===== src/rtl/refresh_pkg.sv =====
package refresh_pkg;
  localparam int SLOT_W = 8;

  typedef struct packed {
    logic              load;
    logic [SLOT_W-1:0] slot;
  } refresh_ctl_t;
endpackage


===== src/rtl/refresh_ctrl.sv =====
module refresh_ctrl
  import refresh_pkg::*;
#(
  parameter int NUM_CH    = 10,
  parameter int DIV_HALF  = 2381,
  parameter bit DRIVE_PIN = 1'b1
) (
  input  logic         clk,
  input  logic         rst_n,
  input  logic         extSel,
  input  logic         extClkIn,
  output refresh_ctl_t ctl,
  output logic         oscOut,
  output logic         oscOe
);
  localparam int DIV_W = (DIV_HALF > 1) ? $clog2(DIV_HALF) : 1;
  localparam logic [DIV_W-1:0] DIV_LAST = DIV_W'(DIV_HALF - 1);
  localparam logic [SLOT_W-1:0] SLOT_LAST = SLOT_W'(NUM_CH - 1);

  logic [DIV_W-1:0]  divCnt;
  logic              intOsc;
  logic              divWrap;
  logic              intFall;
  logic              extMeta, extSync, extPrev;
  logic              extFall;
  logic              tickNow;
  logic [SLOT_W-1:0] slotPtr;

  // internal divider: intOsc toggles every DIV_HALF cycles
  assign divWrap = (divCnt == DIV_LAST);
  assign intFall = divWrap && intOsc;

  always_ff @(posedge clk or negedge rst_n) begin
    if (!rst_n) begin
      divCnt <= '0;
      intOsc <= 1'b0;
    end else if (divWrap) begin
      divCnt <= '0;
      intOsc <= ~intOsc;
    end else begin
      divCnt <= divCnt + 1'b1;
    end
  end

  // external clock: two-stage synchroniser plus falling-edge detect
  always_ff @(posedge clk or negedge rst_n) begin
    if (!rst_n) begin
      extMeta <= 1'b0;
      extSync <= 1'b0;
      extPrev <= 1'b0;
    end else begin
      extMeta <= extClkIn;
      extSync <= extMeta;
      extPrev <= extSync;
    end
  end

  assign extFall = extPrev && !extSync;
  assign tickNow = extSel ? extFall : intFall;

  // channel rotation and strobe
  always_ff @(posedge clk or negedge rst_n) begin
    if (!rst_n) begin
      slotPtr  <= '0;
      ctl.load <= 1'b0;
      ctl.slot <= '0;
    end else begin
      ctl.load <= tickNow;
      if (tickNow) begin
        ctl.slot <= slotPtr;
        slotPtr  <= (slotPtr == SLOT_LAST) ? '0 : slotPtr + 1'b1;
      end
    end
  end

  // shared pin driver: off in reset and in external mode
  always_ff @(posedge clk or negedge rst_n) begin
    if (!rst_n) oscOe <= 1'b0;
    else        oscOe <= DRIVE_PIN && !extSel;
  end

  assign oscOut = intOsc;
endmodule


===== src/rtl/refresh_datapath.sv =====
module refresh_datapath
  import refresh_pkg::*;
#(
  parameter int NUM_CH   = 10,
  parameter int CODE_W   = 10,
  parameter int MAX_STEP = 136
) (
  input  logic                     clk,
  input  logic                     rst_n,
  input  refresh_ctl_t             ctl,
  input  logic [NUM_CH*CODE_W-1:0] targetCodes,
  output logic [NUM_CH*CODE_W-1:0] appliedCodes
);
  localparam int WIDE = CODE_W + 1;
  localparam logic [WIDE-1:0] STEP_W = WIDE'(MAX_STEP);

  function automatic logic [CODE_W-1:0] stepToward(input logic [CODE_W-1:0] cur,
                                                   input logic [CODE_W-1:0] tgt);
    logic [WIDE-1:0] c, t;
    c = {1'b0, cur};
    t = {1'b0, tgt};
    if (t >= c) begin
      if ((t - c) <= STEP_W) return tgt;
      return CODE_W'(c + STEP_W);
    end
    if ((c - t) <= STEP_W) return tgt;
    return CODE_W'(c - STEP_W);
  endfunction

  for (genvar ch = 0; ch < NUM_CH; ch++) begin : g_chan
    logic [CODE_W-1:0] curCode;
    logic [CODE_W-1:0] nextCode;
    logic              visit;

    assign visit    = ctl.load && (ctl.slot == SLOT_W'(ch));
    assign nextCode = stepToward(curCode, targetCodes[ch*CODE_W +: CODE_W]);

    always_ff @(posedge clk or negedge rst_n) begin
      if (!rst_n)     curCode <= '0;
      else if (visit) curCode <= nextCode;
    end

    assign appliedCodes[ch*CODE_W +: CODE_W] = curCode;
  end
endmodule


===== src/rtl/gamma_refresh_seq.sv =====
module gamma_refresh_seq
  import refresh_pkg::*;
#(
  parameter int NUM_CH    = 10,
  parameter int CODE_W    = 10,
  parameter int MAX_STEP  = 136,
  parameter int DIV_HALF  = 2381,
  parameter bit DRIVE_PIN = 1'b1,
  localparam int IDX_W    = (NUM_CH > 1) ? $clog2(NUM_CH) : 1
) (
  input  logic                     clk,
  input  logic                     rst_n,
  input  logic                     extSel,
  input  logic                     extClkIn,
  input  logic [NUM_CH*CODE_W-1:0] targetCodes,
  output logic [NUM_CH*CODE_W-1:0] appliedCodes,
  output logic                     refreshStrobe,
  output logic [IDX_W-1:0]         refreshIdx,
  output logic                     oscOut,
  output logic                     oscOe
);
  refresh_ctl_t ctl;

  refresh_ctrl #(
    .NUM_CH(NUM_CH), .DIV_HALF(DIV_HALF), .DRIVE_PIN(DRIVE_PIN)
  ) u_ctrl (
    .clk(clk), .rst_n(rst_n), .extSel(extSel), .extClkIn(extClkIn),
    .ctl(ctl), .oscOut(oscOut), .oscOe(oscOe)
  );

  refresh_datapath #(
    .NUM_CH(NUM_CH), .CODE_W(CODE_W), .MAX_STEP(MAX_STEP)
  ) u_dp (
    .clk(clk), .rst_n(rst_n), .ctl(ctl),
    .targetCodes(targetCodes), .appliedCodes(appliedCodes)
  );

  assign refreshStrobe = ctl.load;
  assign refreshIdx    = ctl.slot[IDX_W-1:0];
endmodule


===== config.mk =====
export PLATFORM = sky130hd
export DESIGN_NAME = gamma_refresh_seq
export DESIGN_NICKNAME = d
export VERILOG_FILES = /design/src/rtl/refresh_pkg.sv /design/src/rtl/refresh_ctrl.sv /design/src/rtl/refresh_datapath.sv /design/src/rtl/gamma_refresh_seq.sv
export SDC_FILE = /design/constraint.sdc
export NUM_CORES = 1
export LEC_CHECK = 0
export BUFFER_PORTS_ARGS = -buffer_cell sky130_fd_sc_hd__buf_2
export CORE_MARGIN = 3
export CORE_UTILIZATION = 40
export CTS_CLUSTER_DIAMETER = 60
export DETAILED_ROUTE_END_ITERATION = 8
export SETUP_SLACK_MARGIN = 0.1
export SYNTH_ARGS = -nofsm -noshare
export SYNTH_HDL_FRONTEND = slang
export SYNTH_SLANG_ARGS = --single-unit
export TNS_END_PERCENT = 20

===== constraint.sdc =====
create_clock -name clk -period 3.75 [get_ports clk]
set_input_delay 0.5625 -clock clk [delete_from_list [all_inputs] [get_ports clk]]
set_output_delay 0.5625 -clock clk [all_outputs]
set_load 0.03 [all_outputs]

==> metrics.cfg, run 1 <==
[route]
drt-initial-drc-count = 849
drt-wirelength-per-cell_um = 16.7
vias = 16800
wl_um = 48600
viasPerCell = 5.75
drc = 0
first_pass_iters = 5
ant_nets = 0

[worst_hold_path]
worst_hold_path_type = input port to async pin

[final_layout]
fill_cells = 4144
nNetsFinal = 2695
area_delta_synth_final_pct = 14.1
drive_gt1_frac = 0.144
final_util = 0.467

[synthesis]
synth_nets = 2490
synthXorXnorAreaFrac = 0.0504
yosysTopAreaCellShare = 0.199
syn_inst = 2162
synth.area.top_cells = dfrtp_1, ha_1, inv_1
ys.flop_type = dfrtp_1
synth-edff-count = 0
muxShareOfSynthArea = 0.0299
yosysTopAreaCell = dfrtp_1
synth-simple-area-share = 0.195
synthAdderAreaFrac = 0.167
ys_seq_elements = 134
yosysSeqAreaShare = 0.199
async_reset_ff_frac = 1.00
syn_area_um2 = 16800
synth_top_family_by_area = compound AO/OA/AOI/OAI gates
synth_compound_area_frac = 0.282
yosys.cell_types.count = 101
avgSynthCellArea_um2 = 7.79
ys_warn_count = 0

[pwr]
switching_power_w = 0.00641
power_frac_comb = 0.661
p_clk_frac = 0.144
power.total_w = 0.0125
p_per_area_nw_per_um2 = 648
p_seq_frac = 0.196
swShare = 0.514
leakagePower_nw = 9.29
intPower_w = 0.00605
peakVddDrop_mv = 0.328

[sta]
clock.fmax_mhz = 284
slew_headroom = 0.115
hold_viol = 0
clock_skew_ns = 0.0263
period_share = 0.939
fin_crit_ns = 3.52
fin_tns_setup_ns = 0
maxSlewViolCount = 0
rsz0062_at_grt = yes
setup_viol = 0
worst_pin_slew_ns = 1.32

[worst_setup_path]
critPathArrivalTime_ns = 3.87
crit_type = flop to flop
cp-start-kind = flop
crit_top_cell = o21ai_0
path_max_fanout = 11
crit_path_end_kind = flop
cp.buffers_inverters = 0
cp_slowest_cell = o31ai_1
worstSetupPathDepth = 10
path_cells = ha_1 -> and4_1 -> o21ai_0 -> nand2_1 -> xor2_1 -> a211oi_1 -> o31ai_1 -> o21ai_0 -> o211ai_1 -> o21ai_0
cpPeakStageDelay_ns = 1.09
cp_top_family = compound AO/OA/AOI/OAI gates
rr_worst_depth = 10
worstPathRequired_ns = 4.10

[global_routing]
grt_max_degree = 77
grt_usage = 0.219
grt_pass1_wl_um = 81200
antenna_found_initial = 4
grt.overflow.total = 0
grt_pass1_vias = 16400

[clock_tree]
cts_hold_buf = 0
cts_setup_buffers = 0
clk_pin_slew_ns = 0.07
post_cts_resized = 0
ctsLongestPathBuffers = 2
cts.sinks = 134
cts_buffers = 17
root_buffer = clkbuf_16
clock_latency_ns = 0.49
cts_tree = yes
htree_levels = 4

[floorplan]
rows = 74
core_area_um2 = 41200
initial_core_util = 0.409
dieArea_um2 = 44600
ios = 211
die_y_um = 211
die_w_um = 211

[place]
dpl.hpwl_um = 38400
port-buffer-count = 210
place.gp.congestion = 0.907

[flow_run]
cap_violations = 0

[outcome]
status = completed

[flip-flops by register name, summed over array words and instances, names as in the netlist]
name,cells
u_ctrl.ctl,9
u_ctrl.divCnt,12
u_ctrl.extMeta,1
u_ctrl.extPrev,1
u_ctrl.extSync,1
u_ctrl.oscOe,1
u_ctrl.oscOut,1
u_ctrl.slotPtr,8
u_dp.g_chan.curCode,100
[cells in the final DEF, fill, tap and decap left out, types with 22 or more instances in the layout]
cell / count
nor2b_1: 44
buf_2: 209
mux2i_1: 48
o211ai_1: 33
o21a_1: 58
and3_1: 29
ha_1: 224
buf_4: 56
nand2b_1: 22
nor3_1: 81
a211oi_1: 26
o21ai_0: 95
dfrtp_1: 134
a21oi_1: 132
xnor2_1: 63
xor2_1: 34
nor2_1: 133
nand3_1: 59
inv_1: 240
a21o_1: 44
nand2_1: 171
o22ai_1: 24
[power by group through the flow]
stage	combinational, W	sequential, W	clock, W
5_1_grt	0.00914	0.00251	0.00191
3_3_place_gp	0.00800	0.00244	0
6_report	0.00823	0.00243	0.00179
2_1_floorplan	0.00567	0.00285	0
3_5_place_dp	0.00812	0.00246	0
4_1_cts	0.00817	0.00243	0.00186
[metrics by stage]
| step | cell area [um^2] | std cells | hold WS (ns) | worst slack, ns |
|---|---|---|---|---|
| after floorplan | 16800 | 2162 | 0.267 | 0.440 |
| after global placement | 18600 | 2880 | 0.341 | 0.0709 |
| after detailed placement | 18600 | 2880 | 0.342 | -0.0614 |
| after CTS | 19200 | 2912 | 0.114 | 0.257 |
| after global routing | 19200 | 2912 | 0.157 | 0.0326 |
| final | 19200 | 2913 | 0.108 | 0.230 |
[cell families after synthesis]
family	count (synthesis)
adders and majority gates	225
buffers and inverters	322
AOI/OAI and AO/OA	673
DFF	134
and+or+nand+nor	661
xor gates and xnor gates	97
muxes	50
[final cells by class]
cell class                 count  area (um^2)  share of cell area
tap                          532          666              0.0346
inverter                     241          905              0.0471
clock inverter                15          168             0.00872
multi-input combinational   1706        12200               0.635
clock buffer                  17          425              0.0221
timing repair buffer         267         1500              0.0779
sequential                   134         3350               0.174
antenna                        1         2.50            0.000130
[path summary, 6_finish.rpt]
check / startpoint / slack [ns] / to
hold reg to reg: u_ctrl.extMeta / 0.36 / u_ctrl.extSync
min in group clk: extClkIn / 0.19 / u_ctrl.extMeta
hold / removal: rst_n / 0.11 / u_dp.g_chan[6].curCode[2]
setup reg to reg: u_dp.g_chan[4].curCode[3] / 0.23 / u_dp.g_chan[4].curCode[4]
max in group asynchronous: rst_n / 2.83 / u_dp.g_chan[1].curCode[9]
setup / recovery: u_dp.g_chan[4].curCode[3] / 0.23 / u_dp.g_chan[4].curCode[4]
[cells in the mapped netlist, types with 48 or more instances]
cell type / number
a21oi_1: 132
clkbuf_1: 59
dfrtp_1: 134
ha_1: 224
inv_1: 240
mux2i_1: 48
nand2_1: 171
nand3_1: 59
nor2_1: 133
nor3_1: 81
o21a_1: 58
o21ai_0: 95
xnor2_1: 63
[worst register-to-register path: stages, from the launching register on]
cell	delay (ns)
dfrtp_1	0.40
ha_1	0.47
and4_1	0.31
o21ai_0	0.18
nand2_1	0.14
xor2_1	0.16
a211oi_1	0.09
o31ai_1	1.09
o21ai_0	0.23
o211ai_1	0.21
o21ai_0	0.10
[layer usage]
metal,vias to the layer above,track usage,wire length (um)
met3,67,0.0492,2670
met5,-,0,43
met1,7993,0.282,22300
met2,420,0.368,22700
met4,6,0.0661,916
li1,8268,-,-
Power figures use the tool's default switching activity.
==> inputs of run 2 (changes only) <==
- CELL_PAD_IN_SITES_DETAIL_PLACEMENT: not set -> 1
- CELL_PAD_IN_SITES_GLOBAL_PLACEMENT: not set -> 1
- PLACE_DENSITY_LB_ADDON: not set -> 0.1
==> metrics.cfg, run 2 (synthesis results as in run 1) <==
[worst_setup_path]
cp.buffers_inverters = 2  ; was 0
path_max_fanout = 11  ; unchanged
critPathArrivalTime_ns = 3.87  ; about the same
cp-start-kind = flop  ; unchanged
worstPathRequired_ns = 4.14  ; was 4.10 ns
path_cells = inv_1 -> ha_1 -> a21o_1 -> or3_1 -> o211a_1 -> or4_1 -> a222oi_1 -> buf_4 -> nor2_2 -> a221oi_1 -> nor3_1 -> a221oi_2  ; was ha_1 -> and4_1 -> o21ai_0 -> nand2_1 -> xor2_1 -> a211oi_1 -> o31ai_1 -> o21ai_0 -> o211ai_1 -> o21ai_0
r2r-start = u_dp.g_chan[0].curCode[4]  ; was u_dp.g_chan[4].curCode[3]
cpPeakStageDelay_ns = 0.52  ; was 1.09 ns
cp_slowest_cell = dfrtp_1  ; was o31ai_1
cp_top_family = compound AO/OA/AOI/OAI gates  ; unchanged
crit_path_end_kind = flop  ; unchanged
crit_type = flop to flop  ; unchanged
cp-startpoint = u_dp.g_chan[0].curCode[4]  ; was u_dp.g_chan[4].curCode[3]

[route]
drt-wirelength-per-cell_um = 18.9  ; was 16.7 um
drc = 0  ; unchanged
drt-initial-drc-count = 765  ; was 849
viasPerCell = 5.79  ; was 5.75
wl_um = 55500  ; was 48,600 um
ant_nets = 0  ; unchanged
first_pass_iters = 5  ; unchanged
vias = 17000  ; was 16,800

[pwr]
power.total_w = 0.0128  ; was 0.0125 W
leakagePower_nw = 9.38  ; was 9.29 nW
p_per_area_nw_per_um2 = 662  ; was 648 nW/um^2
peakVddDrop_mv = 0.374  ; was 0.328 mV

[final_layout]
final-seq-area_um2 = 3360  ; was 3350 um^2
final_common_cell = inv_1  ; unchanged
most-common-layout-cells = inv_1, ha_1, buf_2  ; unchanged
nNetsFinal = 2715  ; was 2,695
final_util = 0.471  ; was 0.467
post-route-cell-area_um2 = 19400  ; was 19,200 um^2
largest_registers = u_dp.g_chan.curCode x100, u_ctrl.divCnt x12, u_ctrl.ctl x9  ; unchanged
area_delta_synth_final_pct = 15.1  ; was 14.1%
drive_gt1_frac = 0.152  ; was 0.144
fill_cells = 5052  ; was 4,144
largest_register_ffs = 100  ; unchanged
largest_register = u_dp.g_chan.curCode  ; unchanged
multi_input_area_um2 = 12200  ; about the same

[clock_tree]
cts_setup_buffers = 0  ; unchanged
cts_buffers = 17  ; unchanged
root_buffer = clkbuf_16  ; unchanged
cts_hold_buf = 0  ; unchanged
clock_latency_ns = 0.50  ; was 0.49 ns
clk_pin_slew_ns = 0.06  ; was 0.07 ns
htree_levels = 4  ; unchanged
ctsLongestPathBuffers = 2  ; unchanged
cts.sinks = 134  ; unchanged
cts_tree = yes  ; unchanged
post_cts_resized = 0  ; unchanged

[global_routing]
antenna_found_initial = 2  ; was 4
grt_usage = 0.248  ; was 0.219
grt_pass1_wl_um = 90800  ; was 81,200 um
grt.overflow.total = 0  ; unchanged
grt_pass1_vias = 17700  ; was 16,400
grt_max_degree = 64  ; was 77

[sta]
clock.fmax_mhz = 287  ; was 284 MHz
period_share = 0.929  ; was 0.939
maxSlewViolCount = 0  ; unchanged
setup_viol = 0  ; unchanged
slew_headroom = 0.418  ; was 0.115
worst_pin_slew_ns = 0.873  ; was 1.32 ns
clock_skew_ns = 0.0147  ; was 0.0263 ns
fin_ws_ns = 0.267  ; was 0.230 ns
fin_crit_ns = 3.48  ; was 3.52 ns
hold_viol = 0  ; unchanged
fin_tns_setup_ns = 0  ; unchanged
rsz0062_at_grt = yes  ; unchanged

[place]
place.gp.congestion = 0.863  ; was 0.907
dpl_worst_slack_ns = -0.107  ; was -0.0614 ns
placed_area_um2 = 18800  ; was 18,600 um^2
port-buffer-count = 210  ; unchanged
dpl.hpwl_um = 44400  ; was 38,400 um

[floorplan]
core_area_um2 = 41200  ; unchanged
die_w_um = 211  ; unchanged
dieArea_um2 = 44600  ; unchanged
ios = 211  ; unchanged
rows = 74  ; unchanged
die_y_um = 211  ; unchanged
initial_core_util = 0.409  ; unchanged

[flow_run]
cap_violations = 0  ; unchanged

[worst_hold_path]
worst_hold_path_type = input port to async pin  ; unchanged

[outcome]
status = completed  ; unchanged

==> run 2: changes by cell type in the layout (fill, tap and decap cells not counted), moves of 2 or more <==
cell / previous run / this run
diode_2: 1 / 3
buf_4: 56 / 75
inv_6: 7 / 4
dfrtp_2: 0 / 2
dfrtp_1: 134 / 132
clkinvlp_4: 1 / 3
==> run 2: final cells by class <==
class	count	area share
antenna	3	0.000387
sequential	134	0.173
inverter	241	0.0467
tap	532	0.0343
clock inverter	13	0.00768
clock buffer	18	0.0227
timing repair buffer	287	0.0856
multi-input combinational	1706	0.630
==> run 2: worst register-to-register path, stage by stage, from the launching register on <==
cell and delay, ns:
dfrtp_1 0.52, inv_1 0.18, ha_1 0.27, a21o_1 0.20, or3_1 0.33, o211a_1 0.23, or4_1 0.46, a222oi_1 0.24
buf_4 0.21, nor2_2 0.11, a221oi_1 0.34, nor3_1 0.11, a221oi_2 0.19
==> run 2: report_power, final <==
group	total [W]	internal [W]	switching, W
Clock	0.00178	0.000998	0.000780
Sequential	0.00243	0.00178	0.000641
Combinational	0.00863	0.00338	0.00525
==> run 2: path summary, 6_finish.rpt <==
kind | cells after the start | slack (ns) | endpoint
setup / recovery | 12 | 0.27 | u_dp.g_chan[0].curCode[6]
hold / removal | 1 | 0.08 | u_dp.g_chan[6].curCode[0]
setup reg to reg | 12 | 0.27 | u_dp.g_chan[0].curCode[6]
hold reg to reg | 0 | 0.36 | u_ctrl.extSync
max in group asynchronous | 2 | 2.78 | u_dp.g_chan[7].curCode[8]
min in group clk | 1 | 0.18 | u_ctrl.extMeta
==> run 2: per-layer routing <==
| layer | track usage | wire (um) | vias to the layer above |
|---|---|---|---|
| li1 | - | - | 8306 |
| met1 | 0.319 | 26000 | 8401 |
| met2 | 0.425 | 26500 | 238 |
| met3 | 0.0508 | 2180 | 53 |
| met4 | 0.0674 | 861 | 0 |
| met5 | 0 | 0 | - |
==> run 2: metrics by stage <==
| step | instances | hold slack [ns] |
|---|---|---|
| after global routing | 2932 | 0.117 |
| after CTS | 2931 | 0.0911 |
| after floorplan | 2162 | 0.267 |
| after detailed placement | 2900 | 0.342 |
| final | 2934 | 0.0826 |
| after global placement | 2900 | 0.335 |
